**config.mk**
```make
export PLATFORM = sky130hd
export DESIGN_NAME = ee2w_slave
export DESIGN_NICKNAME = d
export VERILOG_FILES = /design/src/rtl/ee2w_pkg.sv /design/src/rtl/ee2w_linesync.sv /design/src/rtl/ee2w_array.sv /design/src/rtl/ee2w_slave.sv
export SDC_FILE = /design/constraint.sdc
export NUM_CORES = 2
export LEC_CHECK = 0
export ABC_CLOCK_PERIOD_IN_PS = 5300
export BUFFER_PORTS_ARGS = -buffer_cell sky130_fd_sc_hd__buf_2
export CAP_MARGIN = 20
export CORE_MARGIN = 2
export CORE_UTILIZATION = 35
export CTS_CLUSTER_DIAMETER = 150
export DETAILED_ROUTE_END_ITERATION = 6
export PLACE_DENSITY = 0.47
export SYNTH_ARGS = -nofsm -noshare
export SYNTH_HDL_FRONTEND = slang
export SYNTH_SLANG_ARGS = --single-unit
```
**constraint.sdc**
```tcl
create_clock -name clk -period 5.3 [get_ports clk]
set_input_delay 1.325 -clock clk [delete_from_list [all_inputs] [get_ports clk]]
set_output_delay 1.325 -clock clk [all_outputs]
set_load 0.02 [all_outputs]
```
**src/rtl/ee2w_pkg.sv**
```systemverilog
package ee2w_pkg;

    localparam int PAGE_BYTES = 16;
    localparam int PAGE_AW    = $clog2(PAGE_BYTES);

    typedef enum logic [3:0] {
        S_IDLE,
        S_DEV,
        S_DEV_ACK,
        S_ADDR,
        S_ADDR_ACK,
        S_WDATA,
        S_WDATA_ACK,
        S_TX,
        S_MACK,
        S_WCYC
    } ee2w_state_e;

endpackage

```
**src/rtl/ee2w_linesync.sv**
```systemverilog
module ee2w_linesync #(
    parameter int SYNC_STAGES = 2
) (
    input  logic clk,
    input  logic rst_n,
    input  logic scl_i,
    input  logic sda_i,
    output logic sda_o,
    output logic rise_o,
    output logic fall_o,
    output logic start_o,
    output logic stop_o
);
    localparam int TOP = SYNC_STAGES;

    logic [TOP:0] scl_d, scl_q;
    logic [TOP:0] sda_d, sda_q;

    always_comb begin
        scl_d = {scl_q[TOP-1:0], scl_i};
        sda_d = {sda_q[TOP-1:0], sda_i};
    end

    always_ff @(posedge clk or negedge rst_n) begin
        if (!rst_n) begin
            scl_q <= '1;
            sda_q <= '1;
        end else begin
            scl_q <= scl_d;
            sda_q <= sda_d;
        end
    end

    // the newest synchronised sample and the one before it
    assign sda_o   = sda_q[TOP-1];
    assign rise_o  = scl_q[TOP-1] & ~scl_q[TOP];
    assign fall_o  = ~scl_q[TOP-1] & scl_q[TOP];
    assign start_o = scl_q[TOP-1] & scl_q[TOP] & sda_q[TOP] & ~sda_q[TOP-1];
    assign stop_o  = scl_q[TOP-1] & scl_q[TOP] & ~sda_q[TOP] & sda_q[TOP-1];

endmodule

```
**src/rtl/ee2w_array.sv**
```systemverilog
module ee2w_array #(
    parameter int DEPTH = 256,
    parameter int AW    = $clog2(DEPTH)
) (
    input  logic          clk,
    input  logic          we,
    input  logic [AW-1:0] waddr,
    input  logic [7:0]    wdata,
    input  logic [AW-1:0] raddr,
    output logic [7:0]    rdata
);
    logic [7:0] cells [DEPTH];

    always_ff @(posedge clk) begin
        if (we) cells[waddr] <= wdata;
    end

    assign rdata = cells[raddr];

endmodule

```
**src/rtl/ee2w_slave.sv**
```systemverilog
module ee2w_slave
    import ee2w_pkg::*;
#(
    parameter int CAP_KBIT    = 2,
    parameter int WR_CYCLES   = 64,
    parameter int SYNC_STAGES = 2
) (
    input  logic       clk,
    input  logic       rst_n,
    input  logic       scl_i,
    input  logic       sda_i,
    input  logic [2:0] chip_en_i,
    input  logic       wp_i,
    output logic       sda_oe_o
);
    localparam int DEPTH   = CAP_KBIT * 128;
    localparam int AW      = $clog2(DEPTH);
    localparam int HI_BITS = (AW > 8) ? AW - 8 : 0;
    localparam logic [2:0] HI_MASK = 3'((1 << HI_BITS) - 1);
    localparam int WCW     = $clog2(WR_CYCLES + 1);

    typedef struct packed {
        ee2w_state_e                  st;
        logic [2:0]                   cnt;
        logic                         done;
        logic                         rd;
        logic [7:0]                   sh;
        logic [2:0]                   hi;
        logic [AW-1:0]                addr;
        logic                         oe;
        logic [PAGE_BYTES-1:0][7:0]   pbuf;
        logic [PAGE_BYTES-1:0]        pval;
        logic [WCW-1:0]               wcnt;
    } regs_t;

    regs_t q, n;

    logic sda_s, rise, fall, start, stop;
    logic [7:0] rdata;
    logic       mem_we;
    logic [AW-1:0] mem_waddr;
    logic [7:0] mem_wdata;
    logic       sel_ok, byte_end;

    ee2w_linesync #(.SYNC_STAGES(SYNC_STAGES)) u_sync (
        .clk(clk), .rst_n(rst_n), .scl_i(scl_i), .sda_i(sda_i),
        .sda_o(sda_s), .rise_o(rise), .fall_o(fall),
        .start_o(start), .stop_o(stop)
    );

    ee2w_array #(.DEPTH(DEPTH), .AW(AW)) u_mem (
        .clk(clk), .we(mem_we), .waddr(mem_waddr), .wdata(mem_wdata),
        .raddr(q.addr), .rdata(rdata)
    );

    always_comb begin
        n         = q;
        sel_ok    = (q.sh[7:4] == 4'b1010) &&
                    (((q.sh[3:1] ^ chip_en_i) & ~HI_MASK) == 3'b000);
        byte_end  = fall && q.done;
        mem_we    = 1'b0;
        mem_waddr = {q.addr[AW-1:PAGE_AW], q.wcnt[PAGE_AW-1:0]};
        mem_wdata = q.pbuf[q.wcnt[PAGE_AW-1:0]];

        if (q.st == S_WCYC) begin
            // bus is ignored; buffered page is copied out first
            mem_we = (q.wcnt < WCW'(PAGE_BYTES)) && q.pval[q.wcnt[PAGE_AW-1:0]];
            if (q.wcnt == WCW'(WR_CYCLES - 1)) begin
                n.st   = S_IDLE;
                n.pval = '0;
                n.wcnt = '0;
            end else begin
                n.wcnt = q.wcnt + WCW'(1);
            end
        end else if (start) begin
            n.st   = S_DEV;
            n.cnt  = '0;
            n.done = 1'b0;
            n.oe   = 1'b0;
            n.pval = '0;
        end else if (stop) begin
            n.oe   = 1'b0;
            n.done = 1'b0;
            if ((q.st == S_WDATA || q.st == S_WDATA_ACK) && (|q.pval)) begin
                n.st   = S_WCYC;
                n.wcnt = '0;
            end else begin
                n.st = S_IDLE;
            end
        end else begin
            if ((q.st inside {S_DEV, S_ADDR, S_WDATA}) && rise) begin
                n.sh   = {q.sh[6:0], sda_s};
                n.cnt  = q.cnt + 3'd1;
                n.done = (q.cnt == 3'd7);
            end
            if (byte_end) begin
                n.done = 1'b0;
                n.cnt  = '0;
            end
            case (q.st)
                S_DEV: if (byte_end) begin
                    if (sel_ok) begin
                        n.oe = 1'b1;
                        n.st = S_DEV_ACK;
                        n.rd = q.sh[0];
                        n.hi = q.sh[3:1] & HI_MASK;
                    end else begin
                        n.st = S_IDLE;
                    end
                end
                S_ADDR: if (byte_end) begin
                    n.addr = AW'({q.hi, q.sh});
                    n.oe   = 1'b1;
                    n.pval = '0;
                    n.st   = S_ADDR_ACK;
                end
                S_WDATA: if (byte_end) begin
                    if (!wp_i) begin
                        n.oe = 1'b1;
                        n.pbuf[q.addr[PAGE_AW-1:0]] = q.sh;
                        n.pval[q.addr[PAGE_AW-1:0]] = 1'b1;
                        n.addr[PAGE_AW-1:0] = q.addr[PAGE_AW-1:0] + PAGE_AW'(1);
                    end
                    n.st = S_WDATA_ACK;
                end
                S_DEV_ACK: if (fall) begin
                    n.oe = 1'b0;
                    if (q.rd) begin
                        n.sh   = rdata;
                        n.oe   = ~rdata[7];
                        n.cnt  = '0;
                        n.addr = q.addr + AW'(1);
                        n.st   = S_TX;
                    end else begin
                        n.st = S_ADDR;
                    end
                end
                S_ADDR_ACK, S_WDATA_ACK: if (fall) begin
                    n.oe = 1'b0;
                    n.st = S_WDATA;
                end
                S_TX: if (fall) begin
                    if (q.cnt == 3'd7) begin
                        n.oe   = 1'b0;
                        n.done = 1'b0;
                        n.st   = S_MACK;
                    end else begin
                        n.sh  = {q.sh[6:0], 1'b0};
                        n.oe  = ~q.sh[6];
                        n.cnt = q.cnt + 3'd1;
                    end
                end
                S_MACK: begin
                    if (rise) begin
                        if (sda_s) n.st = S_IDLE;
                        else       n.done = 1'b1;
                    end else if (byte_end) begin
                        n.done = 1'b0;
                        n.sh   = rdata;
                        n.oe   = ~rdata[7];
                        n.cnt  = '0;
                        n.addr = q.addr + AW'(1);
                        n.st   = S_TX;
                    end
                end
                default: ;
            endcase
        end
    end

    always_ff @(posedge clk or negedge rst_n) begin
        if (!rst_n) q <= '0;
        else        q <= n;
    end

    assign sda_oe_o = q.oe;

    AST_BUSY_QUIET: assert property (@(posedge clk) disable iff (!rst_n)
        (q.st == S_WCYC) |-> !sda_oe_o);
    AST_WP_REFUSES: assert property (@(posedge clk) disable iff (!rst_n)
        (q.st == S_WDATA && byte_end && wp_i) |=> !sda_oe_o);
    AST_WP_NO_STORE: assert property (@(posedge clk) disable iff (!rst_n)
        (q.st == S_WDATA && byte_end && wp_i) |=> $stable(q.pval));
    AST_STOP_LAUNCH: assert property (@(posedge clk) disable iff (!rst_n)
        (stop && (q.st == S_WDATA || q.st == S_WDATA_ACK) && (|q.pval)) |=> (q.st == S_WCYC));
    AST_NO_EMPTY_CYCLE: assert property (@(posedge clk) disable iff (!rst_n)
        $rose(q.st == S_WCYC) |-> (|q.pval));
    AST_SELECT_MISMATCH: assert property (@(posedge clk) disable iff (!rst_n)
        (q.st == S_DEV && byte_end && !sel_ok) |=> (!sda_oe_o && q.st == S_IDLE));
    AST_OE_ON_LOW: assert property (@(posedge clk) disable iff (!rst_n)
        !$stable(sda_oe_o) |-> $past(fall || start || stop));

endmodule

```
Yosys cells after proc, flatten, opt, wreduce, memory -nomap -nowiden
Memory sizes are Yosys's and may differ from the RTL's.
Index checks and enable logic that the tools add are counted.
W data, S select, Z words.
- logic and storage cells: 206
- bits in writable memories: 2048
- memories kept: 1
- output and inout bits: 1
- flip-flop bits (word level): 183
- input port bits: 8
- bitwise gates (word level): 19
- equality and inequality tests: 45
- reductions and logical operators: 28
- mux-type cells: 77
- $lt $le $gt $ge: 4
- add/sub/neg operators: 4
- memory list (name ; depth ; bits a word ; rd ports ; clocked after Yosys merged registers in ; wr ports ; RTL line ; source):
    u_mem.cells ; 256 ; 8 ; 1 ; 0 ; 1 ; ee2w_array.sv:12 ; logic [7:0] cells [DEPTH];
- operators by type and width (operator ; count):
    $mux W149 ; 2
    $bwmux W128 ; 1
    $mux W8 ; 12
    $mux W16 ; 4
    $mux W4 ; 13
    $ne A4 B4 Y1 const B ; 13
    $mux W9 ; 5
    $mux W7 ; 5
    $ne A5 B5 Y1 const B ; 7
    $bmux W8 S4 ; 1
    $demux W8 S4 ; 1
    $pmux W16 S2 ; 1
    $pmux W4 S7 ; 1
    $pmux W8 S3 ; 1
    $mux W23 ; 1
    $reduce_and A11 Y1 ; 2
    $reduce_and A6 Y1 ; 3
    $eq A4 B3 Y1 const B ; 4
    $mux W1 ; 16
    $ne A2 B2 Y1 const B ; 8
    $or A16 B16 Y16 ; 1
    $pmux W4 S4 ; 1
    $reduce_or A16 Y1 ; 1
    $mux W3 ; 5
    other kinds (39) ; 68

Depth between registers and ports, before layout
- depth after elaboration: 11
- depth in mapped cells: 14
- mapped depth without buffers: 7

Hierarchy
Synthesis repeated with hierarchy kept, for this count alone.
- cell total of the unflattened synthesis: 4445
- area, all modules: 88887.8 µm²
- modules (own cells, without submodules) (module ; cells each ; times used ; area each (µm²) ; sequential area each (µm²)):
    ee2w_array ; 3725 ; 1 ; 79396.1 ; 61499.0
    ee2w_slave ; 710 ; 1 ; 9301.4 ; 4429.2
    ee2w_linesync ; 10 ; 1 ; 190.2 ; 157.7

Least setup slack after synthesis
No wires, ideal clock.
- path type: register to register
- from: register q, in the netlist mem_waddr[0]
- to: memory u_mem.cells[0][6], data pin
- required time: 4748 ps
- clock period less this slack: 4334 ps
- cell stages (with the launch flop): 6
- library setup time: 552 ps
- data arrival time: 3782 ps
- slack: 966 ps
- buffers on the path: 3
- cell sequence: dfrtp_1 > buf_2 > buf_1 > buf_1 > mux4_2 > mux4_2
- cells in the longest elaborated chain, start to end: 2
- RTL lines (item ; RTL line ; source):
    from (decl) ; ee2w_slave.sv:36 ; regs_t q, n;
    from (signal assigned) ; ee2w_slave.sv:173 ; else q <= n;
    $bmux W8 S4 ; ee2w_slave.sv:63 ; mem_wdata = q.pbuf[q.wcnt[PAGE_AW-1:0]];
    $mux W8 (implied by the code) ; ee2w_slave.sv:63 ;
    via mem_wdata[6] ; ee2w_slave.sv:42 ; logic [7:0] mem_wdata;
    to (decl) ; ee2w_array.sv:12 ;
The timed path passes the listed nets, and every way through them passes these cells. The select of a mux whose other input is x is not followed.

Final worst setup path
- from: register q[153] (netlist name)
- to: register q[167] (netlist name)
- cells in the longest elaborated chain, start to end: 4
- RTL lines (item ; RTL line ; source):
    $mem_v2 Z256 W8 * ; -- ;
    $mux W8 (on tied branches) ; ee2w_slave.sv:157, ee2w_slave.sv:128 ;
    $mux W8 (on tied branches) ; ee2w_slave.sv:154, ee2w_slave.sv:126 ;
    $pmux W8 S3 * ; ee2w_slave.sv:100 ; case (q.st)
Every way passes the cells marked *; elsewhere a longest branch is shown, timed or not.
A chain may end at the register's enable or synchronous reset.

==> flow_summary.json <==
{
  "slowest_stage": "dfrtp_4",
  "worstMarginPinSlew_ns": 1.254,
  "syn_nets": 4531,
  "leakage_nw": 27.68,
  "required_ns": 6.07,
  "dieArea_mm2": 0.2574,
  "ys_warn_count": 0,
  "drt-total-wl_um": 269200,
  "hpwl_um": 170200,
  "cts-htree-levels": 4,
  "cts_tree": "done",
  "start_util_pct": 35.23,
  "final_cell_mix": "edfxtp_1, mux4_2, nor2_1",
  "vdd_drop_max_v": 0.0003234,
  "report.final.slew_viol_count": 0,
  "end_kind": "flip-flop",
  "cts_hold_buf": 0,
  "setup_violations": 0,
  "syn_avg_cell_area_um2": 19.65,
  "synth_area_mm2": 0.08866,
  "finalCritPeriodShare_pct": 77.82,
  "worstSetupStartpointType": "flip-flop",
  "drcViolationCount": 0,
  "rows": 184,
  "path_delay_family": "flip-flops",
  "vias": 46176,
  "postRouteAntennaNets": 0,
  "cts_root_buf": "clkbuf_16",
  "grt_overflow": 0,
  "crit_chain": "buf_12 > buf_4 > mux4_2 > a22oi_1 > a21oi_1 > or4_1 > a31oi_1 > a31o_2 > nand3_1",
  "cts_resized": 0,
  "layout_commonest_cell": "edfxtp_1",
  "critPathMaxFanout": 55,
  "crit_arrival_ns": 4.90,
  "final_cells": 8260,
  "crit_type": "flip-flop to flip-flop",
  "syn_inst": 4513,
  "rsz0062_at_grt": "false",
  "synth_edf_count": 2048,
  "num_io_pins": 9,
  "grt_pass1_vias": 46276,
  "syn_to_final_growth_pct": 14.15,
  "regArea_mm2": 0.06611,
  "grt_usage_pct": 20.74,
  "fin_nets": 4738,
  "ys_seq_elements": 2231,
  "relSlewSlack_pct": 14.26,
  "synth-seq-area-share_pct": 74.54,
  "finalHoldViolCount": 0,
  "hp-class": "flip-flop to flip-flop",
  "fin_skew_ns": 0.05007,
  "io_buffers": 8,
  "period_needed_ns": 4.125,
  "path_buf_inv": 2,
  "worstSkewPairLatency_ns": 0.89,
  "grt_max_degree": 129,
  "die_h_um": 507.3,
  "firstDrtPassIters": 6,
  "cts_buffers": 228,
  "maxCapViolCount": 0,
  "clk_pin_slew_ns": 0.07,
  "nFillCells": 22330,
  "dp.cells": 7832,
  "antenna_found_initial": 11,
  "clock.fmax_mhz": 242.5,
  "postCtsSetupBuffers": 0,
  "wl_per_cell_um": 32.60,
  "clock-sinks": 2231,
  "drive_gt1_share_pct": 25.13,
  "synth_ff_type": "edfxtp_1",
  "p_per_area_mw_per_mm2": 416.7,
  "ys_async_sr_fraction_pct": 8.203,
  "coreArea_mm2": 0.2516,
  "fin_setup_tns_ns": 0,
  "fp.dieW_um": 507.3,
  "finalPower_mw": 42.17,
  "drtIter0Drc": 5066,
  "clockBufferDepth": 3,
  "gp_congestion": 0.8568,
  "multi_input_area_mm2": 0.02115,
  "status": "completed",
  "vias_per_cell": 5.590,
  "critPathMaxStageDelay_ns": 1.03,
  "synth_cell_types": 82,
  "grt_pass1_wl_um": 376000
}
Yosys cell counts, drive strengths merged (4+ instances only):
| library cell | n | share of area [%] |
|---|---|---|
| nor4bb | 4 | 0.045 |
| dfstp | 6 | 0.18 |
| a21oi | 60 | 0.34 |
| o211ai | 13 | 0.11 |
| mux2 | 121 | 1.5 |
| nor2 | 325 | 1.4 |
| nor4b | 4 | 0.040 |
| a41oi | 4 | 0.040 |
| dfrtp | 177 | 5.0 |
| a32oi | 4 | 0.040 |
| nor2b | 28 | 0.20 |
| a22o | 11 | 0.11 |
| nand2b | 23 | 0.16 |
| nand4 | 30 | 0.21 |
| o31ai | 11 | 0.093 |
| a221oi | 35 | 0.35 |
| and3 | 7 | 0.049 |
| a211oi | 21 | 0.18 |
| a22oi | 116 | 0.99 |
| o22ai | 22 | 0.16 |
| a2111oi | 13 | 0.13 |
| mux2i | 196 | 2.2 |
| mux4 | 495 | 13 |
| a311oi | 4 | 0.047 |
| nor4 | 17 | 0.12 |
| nand2 | 136 | 0.58 |
| or2 | 24 | 0.17 |
| ha | 10 | 0.14 |
| clkbuf | 159 | 0.67 |
| nor3 | 30 | 0.17 |
| and2 | 7 | 0.049 |
| or3 | 10 | 0.071 |
| edfxtp | 2048 | 69 |
| o21ai | 79 | 0.45 |
| a21o | 4 | 0.034 |
| inv | 10 | 0.042 |
| buf | 125 | 0.99 |
| nand3 | 48 | 0.27 |
| a31oi | 21 | 0.15 |
stage by stage:
step                      utilization (%)  hold WS [ns]  area [um^2]  setup slack [ns]
final                               40.22        0.3584       101200             1.175
after global routing                40.22        0.3624       101200             1.052
after CTS                           40.19        0.3618       101100             1.130
after detailed placement            37.30        0.3498        93870             1.158
after global placement              37.26        0.3495        93750             1.033
after floorplan                         -        0.3452        88660            0.9660
final timing paths:
check / startpoint / to / slack, ns / cells after the start
max: q[153] / q[167] / 1.18 / 9
min: u_sync.scl_q[0] / u_sync.scl_q[1] / 0.36 / 0
max reg2reg: q[153] / q[167] / 1.18 / 9
min reg2reg: u_sync.scl_q[0] / u_sync.scl_q[1] / 0.36 / 0
max in group asynchronous: rst_n / q[153] / 3.72 / 2
min in group asynchronous: rst_n / asynchronous set/reset pin / 0.56 / 1
area by class of cell:
cell class / instances / share of cell area [%]
diodes: 5 / 0.01236
inverters: 11 / 0.04574
flip-flops and latches: 2231 / 65.32
clock buffers: 289 / 5.913
multi-input cells: 1987 / 20.89
repair buffers: 261 / 2.417
clock inverters: 128 / 1.260
well taps: 3348 / 4.139
registers in the layout, indices dropped and copies added, names as in the netlist, named ones only:
name          cells
mem_waddr         8
u_sync.sda_q      3
sda_oe_o          1
q                40
u_sync.scl_q      3
u_mem.cells    2048
report_power, final:
part / switching, mW / internal (mW) / total (mW)
clock: 6.88 / 8.99 / 15.9
combinational: 4.49 / 2.51 / 7.00
sequential: 0.290 / 19.0 / 19.3
metal layers:
metal,up-vias,wire [um],global-route usage (%)
met5,-,0,0
met4,0,9472,7.127
met3,397,17060,3.439
met2,1658,121600,31.25
met1,25125,121100,30.47
li1,18996,-,-
worst reg2reg max path, delay by kind of cell, from the launching register on:
kind            cells  cell delay, ns
compound gates      4            0.97
mux                 1            0.34
simple gates        2            0.80
flops               1            1.03
buf+inv             2            0.88
cells by family after synthesis:
logic type	after synthesis	share of synthesized area (%)
flops	2231	74.54
mux	812	16.36
simple gates	711	3.681
fa+ha+maj	10	0.1411
buf+inv	295	1.706
compound gates	450	3.531
xor+xnor	4	0.03952
Power figures use the tool's default switching activity.
